===== src/rtl/mmr_pkg.sv =====
package mmr_pkg;

  typedef enum logic [1:0] {
    MODE_USR = 2'b00,
    MODE_FIQ = 2'b01,
    MODE_IRQ = 2'b10,
    MODE_SVC = 2'b11
  } mode_e;

  typedef enum logic [1:0] {
    EXC_OTHER = 2'b00,
    EXC_FIQ   = 2'b01,
    EXC_IRQ   = 2'b10,
    EXC_RST   = 2'b11
  } exc_e;

  typedef struct packed {
    mode_e mode;
    logic  imask;
    logic  fmask;
  } flags_t;

  localparam flags_t FLAGS_RESET = '{mode: MODE_SVC, imask: 1'b1, fmask: 1'b1};

endpackage


===== src/rtl/mmr_exc_path.sv =====
module mmr_exc_path
  import mmr_pkg::*;
(
  input  flags_t     cur_i,
  input  logic       phase_i,
  input  logic       req_i,
  input  logic       abort_i,
  input  logic [1:0] code_i,
  output logic       load_o,
  output flags_t     nxt_o
);

  exc_e  code;
  mode_e new_mode;

  assign code = exc_e'(code_i);

  // Trap code to mode: reset and "other" both land in supervisor.
  always_comb begin
    unique case (code)
      EXC_FIQ: new_mode = MODE_FIQ;
      EXC_IRQ: new_mode = MODE_IRQ;
      default: new_mode = MODE_SVC;
    endcase
  end

  // Phase 1 only, and never while an abort is pending.
  assign load_o = req_i && !abort_i && !phase_i;

  always_comb begin
    nxt_o       = cur_i;
    nxt_o.mode  = new_mode;
    nxt_o.imask = 1'b1;
    nxt_o.fmask = cur_i.fmask | code_i[0];
  end

endmodule


===== src/rtl/mmr_sw_path.sv =====
module mmr_sw_path
  import mmr_pkg::*;
#(
  parameter int DATA_W   = 32,
  parameter int I_BIT    = 27,
  parameter int F_BIT    = 26,
  parameter int MODE_LSB = 0
) (
  input  logic              is_user_i,
  input  logic              phase_i,
  input  logic              req_i,
  input  logic [DATA_W-1:0] bus_i,
  output logic              load_o,
  output flags_t            nxt_o
);

  localparam int MODE_W = $bits(mode_e);

  logic unused_bus;

  // Phase 2 only, and refused while the registered mode is user.
  assign load_o = req_i && phase_i && !is_user_i;

  always_comb begin
    nxt_o.mode  = mode_e'(bus_i[MODE_LSB +: MODE_W]);
    nxt_o.imask = bus_i[I_BIT];
    nxt_o.fmask = bus_i[F_BIT];
  end

  assign unused_bus = ^bus_i;

endmodule


===== src/rtl/mode_mask_reg.sv =====
module mode_mask_reg
  import mmr_pkg::*;
#(
  parameter int DATA_W   = 32,
  parameter int I_BIT    = 27,
  parameter int F_BIT    = 26,
  parameter int MODE_LSB = 0
) (
  input  logic              clk,
  input  logic              rst_n,
  input  logic              phase_i,
  input  logic              exc_req_i,
  input  logic              abort_i,
  input  logic [1:0]        exc_code_i,
  input  logic              wr_req_i,
  input  logic [DATA_W-1:0] alu_bus_i,
  output logic [1:0]        mode_o,
  output logic              irq_mask_o,
  output logic              fiq_mask_o,
  output logic              user_o
);

  flags_t flags_q, flags_d;
  flags_t exc_nxt, sw_nxt;
  logic   exc_load, sw_load, is_user;

  assign is_user = (flags_q.mode == MODE_USR);

  mmr_exc_path u_exc (
    .cur_i   (flags_q),
    .phase_i (phase_i),
    .req_i   (exc_req_i),
    .abort_i (abort_i),
    .code_i  (exc_code_i),
    .load_o  (exc_load),
    .nxt_o   (exc_nxt)
  );

  mmr_sw_path #(
    .DATA_W   (DATA_W),
    .I_BIT    (I_BIT),
    .F_BIT    (F_BIT),
    .MODE_LSB (MODE_LSB)
  ) u_sw (
    .is_user_i (is_user),
    .phase_i   (phase_i),
    .req_i     (wr_req_i),
    .bus_i     (alu_bus_i),
    .load_o    (sw_load),
    .nxt_o     (sw_nxt)
  );

  // Next state: the phases keep the two loads apart; exception wins by order.
  always_comb begin
    flags_d = flags_q;
    if (exc_load)     flags_d = exc_nxt;
    else if (sw_load) flags_d = sw_nxt;
  end

  always_ff @(posedge clk or negedge rst_n) begin
    if (!rst_n) flags_q <= FLAGS_RESET;
    else        flags_q <= flags_d;
  end

  assign mode_o     = flags_q.mode;
  assign irq_mask_o = flags_q.imask;
  assign fiq_mask_o = flags_q.fmask;
  assign user_o     = is_user;


  a_r3_exc_sets_i: assert property (@(posedge clk) disable iff (!rst_n)
    (exc_req_i && !abort_i && !phase_i) |=> irq_mask_o);


  a_r4_fast_sets_f: assert property (@(posedge clk) disable iff (!rst_n)
    (exc_req_i && !abort_i && !phase_i && exc_code_i[0]) |=> fiq_mask_o);


  a_r2_other_to_svc: assert property (@(posedge clk) disable iff (!rst_n)
    (exc_req_i && !abort_i && !phase_i && exc_code_i == 2'b00) |=> mode_o == 2'b11);


  a_r5_abort_holds: assert property (@(posedge clk) disable iff (!rst_n)
    (!phase_i && abort_i) |=> $stable({mode_o, irq_mask_o, fiq_mask_o}));


  a_r8_user_write_blocked: assert property (@(posedge clk) disable iff (!rst_n)
    (phase_i && user_o) |=> $stable({mode_o, irq_mask_o, fiq_mask_o}));


  a_r11_idle_holds: assert property (@(posedge clk) disable iff (!rst_n)
    (!exc_req_i && !wr_req_i) |=> $stable({mode_o, irq_mask_o, fiq_mask_o}));

endmodule


===== config.mk =====
export PLATFORM = sky130hd
export DESIGN_NAME = mode_mask_reg
export DESIGN_NICKNAME = d
export VERILOG_FILES = /design/src/rtl/mmr_pkg.sv /design/src/rtl/mmr_exc_path.sv /design/src/rtl/mmr_sw_path.sv /design/src/rtl/mode_mask_reg.sv
export SDC_FILE = /design/constraint.sdc
export NUM_CORES = 1
export LEC_CHECK = 0
export BUFFER_PORTS_ARGS = -buffer_cell sky130_fd_sc_hd__buf_2
export CORE_AREA = 5 5 42 44
export CTS_CLUSTER_SIZE = 30
export DETAILED_ROUTE_END_ITERATION = 8
export DIE_AREA = 0 0 47 49
export GPL_ROUTABILITY_DRIVEN = 0
export HOLD_SLACK_MARGIN = 0.05
export PLACE_DENSITY_LB_ADDON = 0.08
export SLEW_MARGIN = 10
export SYNTH_ARGS = -nofsm -noshare
export SYNTH_HDL_FRONTEND = slang
export SYNTH_HIERARCHICAL = 1
export SYNTH_SLANG_ARGS = --single-unit

===== constraint.sdc =====
create_clock -name clk -period 1.97 [get_ports clk]
set_input_delay 0 -clock clk [delete_from_list [all_inputs] [get_ports clk]]
set_output_delay 0 -clock clk [all_outputs]
set_load 0.05 [all_outputs]

## After elaboration in Yosys (flattened, before gate mapping)

Index checks and enable logic that the tools add are counted.

| word-level totals | value |
|---|---|
| bits in registers | 4 |
| bits in latches | 0 |
| memory bits (writable) | 0 |
| memory bits (read-only) | 0 |
| input bits | 40 |
| logic and storage cells | 18 |
| memories kept | 0 |

| operators by class | value |
|---|---|
| add/sub/neg operators | 0 |
| multipliers | 0 |
| div/mod/pow operators | 0 |
| $lt $le $gt $ge | 0 |
| eq/ne operators | 2 |
| shift-type cells | 0 |
| mux-type cells | 3 |
| bitwise gates (word level) | 1 |
| reductions and logical operators | 9 |

Operators with widths:

| cell | number |
|---|---|
| $mux 4 | 2 |
| $logic_and 1x1->1 | 4 |
| $pmux 2 s2 | 1 |
| $logic_not 1->1 | 3 |
| $eq 2x1->1 const B | 1 |
| $eq 2x2->1 const B | 1 |
| $logic_not 2->1 | 1 |
| $reduce_bool 2->1 | 1 |
| $or 1x1->1 | 1 |

## Depth between registers and ports, before layout

| logic depth | value |
|---|---|
| depth after elaboration | 5 |
| mapped depth | 5 |
| mapped depth without buffers | 4 |

## Hierarchy

The synthesis kept the hierarchy.

By module, submodules not included:

| module | instances | cells an instance | area each (um^2) | sequential area each (um^2) |
|---|---|---|---|---|
| mode_mask_reg | 1 | 18 | 195.2 | 105.1 |
| mmr_sw_path | 1 | 5 | 38.8 | 0.0 |
| mmr_exc_path | 1 | 6 | 37.5 | 0.0 |

## Worst setup path before layout

Ideal clock, no wire load.

| timing path | value |
|---|---|
| path type | register to register |
| from | reg flags_q (netlist bit mode_o[1]) |
| to | reg flags_q (netlist bit fiq_mask_o) |
| setup time | 102 ps |
| data arrival time | 1740 ps |
| required time | 1868 ps |
| path slack | 128 ps |
| cell stages (with the launch flop) | 6 |
| path buffers | 1 |
| period minus slack after synthesis | 1842 ps |
| cell sequence | dfstp_2 nor2_1 and3b_1 buf_6 mux2i_1 o21ai_1 |

| on the way | value |
|---|---|
| word-level cells in the longest chain between the ends | 4 |

RTL lines:

| what | line | RTL |
|---|---|---|
| from (decl) | mode_mask_reg.sv:23 | `flags_t flags_q, flags_d;` |
| from (signal assigned) | mode_mask_reg.sv:62 | `else flags_q <= flags_d;` |
| $logic_not 2->1 | mode_mask_reg.sv:27 | `assign is_user = (flags_q.mode == MODE_USR);` |
| via user_o | mode_mask_reg.sv:20 | `output logic user_o` |
| $logic_not 1->1 | mmr_sw_path.sv:22 | `assign load_o = req_i && phase_i && !is_user_i;` |
| $logic_and 1x1->1 | mmr_sw_path.sv:22 |  |
| via sw_load | mode_mask_reg.sv:25 | `logic exc_load, sw_load, is_user;` |
| $reduce_bool 2->1 (no source line) | - |  |

The timed path passes the listed nets, and every way through them passes these cells.
A chain may end at the register's enable or synchronous reset.

## Worst setup path after layout

| timing path | value |
|---|---|
| from | reg flags_q (netlist bit mode_o[1]) |
| to | reg flags_q (netlist bit mode_o[0]) |

| on the way | value |
|---|---|
| word-level cells in the longest chain between the ends | 4 |

RTL lines:

| what | line |
|---|---|
| $logic_not 2->1 | mode_mask_reg.sv:27 |
| $logic_not 1->1 | mmr_sw_path.sv:22 |
| $logic_and 1x1->1 | mmr_sw_path.sv:22 |
| via sw_load | mode_mask_reg.sv:25 |
| $reduce_bool 2->1 (no source line) | - |

The timed path passes the listed nets, and every way through them passes these cells.

==> impl_metrics.yaml <==
floorplanning:
  dieArea_mm2: 0.00230
  initial_core_util: 0.194
  design.core.area_mm2: 0.00140
  die_y_um: 49
  io_pins: 45
  rows: 14
  die_w_um: 47
routing:
  via_count: 245
  drt-pass1-iter-count: 1
  wl_um: 637
  viasPerCell: 3.83
  first_iter_violations: 0
  ant_nets: 0
  wl_per_cell_um: 9.95
  drc: 0
timing:
  clock_skew_ns: 0.00231
  fin_ws_ns: 0.112
  slew_viol_final: 0
  max_freq_ghz: 0.538
  setup-tns-final_ns: 0
  min_period_ns: 1.86
  finalSetupViolCount: 0
  finalHoldViolCount: 0
  rsz0062_at_grt: "no"
  finalCritPeriodShare: 0.943
placement:
  numPlacedInstances: 56
  dp_slack_ns: 0.630
  io_buffer_count: 16
  hpwlAfterDp_um: 537
logic_synthesis:
  yosysTopAreaCellShare: 0.387
  netlist_instances: 29
  mappedNetlistArea_um2: 272
  ys.warnings.count: 6
  synth_top_cell_by_area: "dfstp_2"
  synth_area_per_cell_um2: 9.36
  yosysUniqueCellTypes: 12
  synth-seq-cells: 4
  synth_area_leaders: "dfstp_2 (39%), mux2i_1 (15%), buf_4 (14%), o21ai_1 (7.4%), nand2_1 (5.5%)"
  syn-num-nets: 69
  yosysSeqAreaShare: 0.387
global_routing:
  grt.total_usage: 0.0651
  grt_pass1_vias: 260
  grt_pass1_wl_um: 1020
  antenna_found_initial: 0
  grt-ovfl-total: 0
  grt_max_degree: 9
cts:
  cts_tree: "yes"
  clock_path_buffers: 2
  clkTransAtPathRegs_ns: 0.04
  cts-root-buf: "clkbuf_4"
  clk_latency_ns: 0.23
  h-tree-depth: 1
  cts.sinks: 4
  post_cts_resized: 0
  cts_buffers: 3
critical_path:
  ff2ff_setup_slack_ns: 0.11
  critPathArrivalTime_ns: 2.01
  crit_required_ns: 2.12
  path_cells: "nor2_1 > and3b_1 > mux2i_1 > o21ai_1 > dlygate4sd3_1"
  crit_fanout: 4
  slowest_stage: "dlygate4sd3_1"
  critPathKind: "register to register"
  critPathMaxStageDelay_ns: 0.55
  cp-end-kind: "register"
  startpoint_type: "register"
layout:
  stdcell_count: 64
  final_util: 0.288
  mostFrequentLayoutCells: "buf_2 (16), dlygate4sd3_1 (5)"
  nets: 90
  mostFrequentLayoutCell: "buf_2"
  antenna_cells: 0
  area_delta_synth_final_pct: 48.4
  drive_gt1_frac: 0.500
outcome:
  status: "finished, final reports clean"
run:
  cap_viol_max_count: 0
worst_hold_path:
  min_path_type: "input port to register"
power:
  power.density_mw_per_mm2: 1020
  power.leakage_uw: 0.000188
  irDropWorstVdd_uv: 406
## cell usage after synthesis
cell type	n
nor2_1	1
nand2b_1	2
o21ai_1	4
buf_6	1
or2_1	1
dfstp_2	4
and3b_1	1
nor3b_1	1
buf_4	5
nand2_1	4
mux2i_1	4
conb_1	1
## power breakdown
part	switching (uW)	internal, uW	total, uW
clock	30.4	67.9	98.3
sequential	11.5	117	128
combinational	127	58.4	186
## flip-flops by register name (all words and copies together) (netlist names)
| name | flops |
|---|---|
| fiq_mask_o | 1 |
| mode_o | 2 |
| irq_mask_o | 1 |
## routing by layer
metal  GRT usage  vias up  wire (um)
met1      0.0668      104        259
li1            -      131          -
met5           0        -          0
met2      0.0905       10        308
met4      0.0276        0          0
met3      0.0590        0         69
## final cells by class
| cell class | instances | area, um^2 |
|---|---|---|
| fillers | 176 | 998 |
| repair buffers | 22 | 138 |
| multi-input cells | 19 | 118 |
| flip-flops and latches | 4 | 105 |
| clock buffers | 3 | 22.5 |
| well taps | 16 | 20.0 |
## final timing paths
kind	from	end	cells after the start
max in group asynchronous	rst_n	fiq_mask_o	2
min reg2reg	irq_mask_o	irq_mask_o	2
min in group asynchronous	rst_n	mode_o[1]	2
min	alu_bus_i[1]	mode_o[1]	3
max	mode_o[1]	mode_o[0]	5
max reg2reg	mode_o[1]	mode_o[0]	5
## through the flow
stage               power (uW)  hold slack (ns)  cell area, um^2
floorplan                  272           -0.148              272
global placement           304         -0.00405              330
detailed placement         305         -0.00627              330
CTS                        421           0.0507              393
global route               442           0.0548              403
finish                     412           0.0580              403
## timing repair
action | 4_1_cts | 5_1_grt
hold buffers | 4 | 1
hold endpoints to repair | 6 | 1
setup endpoints to repair | 0 | 0
setup buffers | 0 | 0
## logic make-up after synthesis
group / synth area share
buffers and inverters: 0.180
muxes: 0.147
other: 0.0138
AOI/OAI and AO/OA: 0.0737
DFF: 0.387
and+or+nand+nor: 0.198
## critical path: cells and delay by family, from the launching register on
kind / cells / cell delay, ns
and+or+nand+nor: 2 / 0.42
DFF: 1 / 0.53
muxes: 1 / 0.22
buffers and inverters: 1 / 0.55
AOI/OAI and AO/OA: 1 / 0.07
Note: power is estimated with default switching activity, not from simulation.
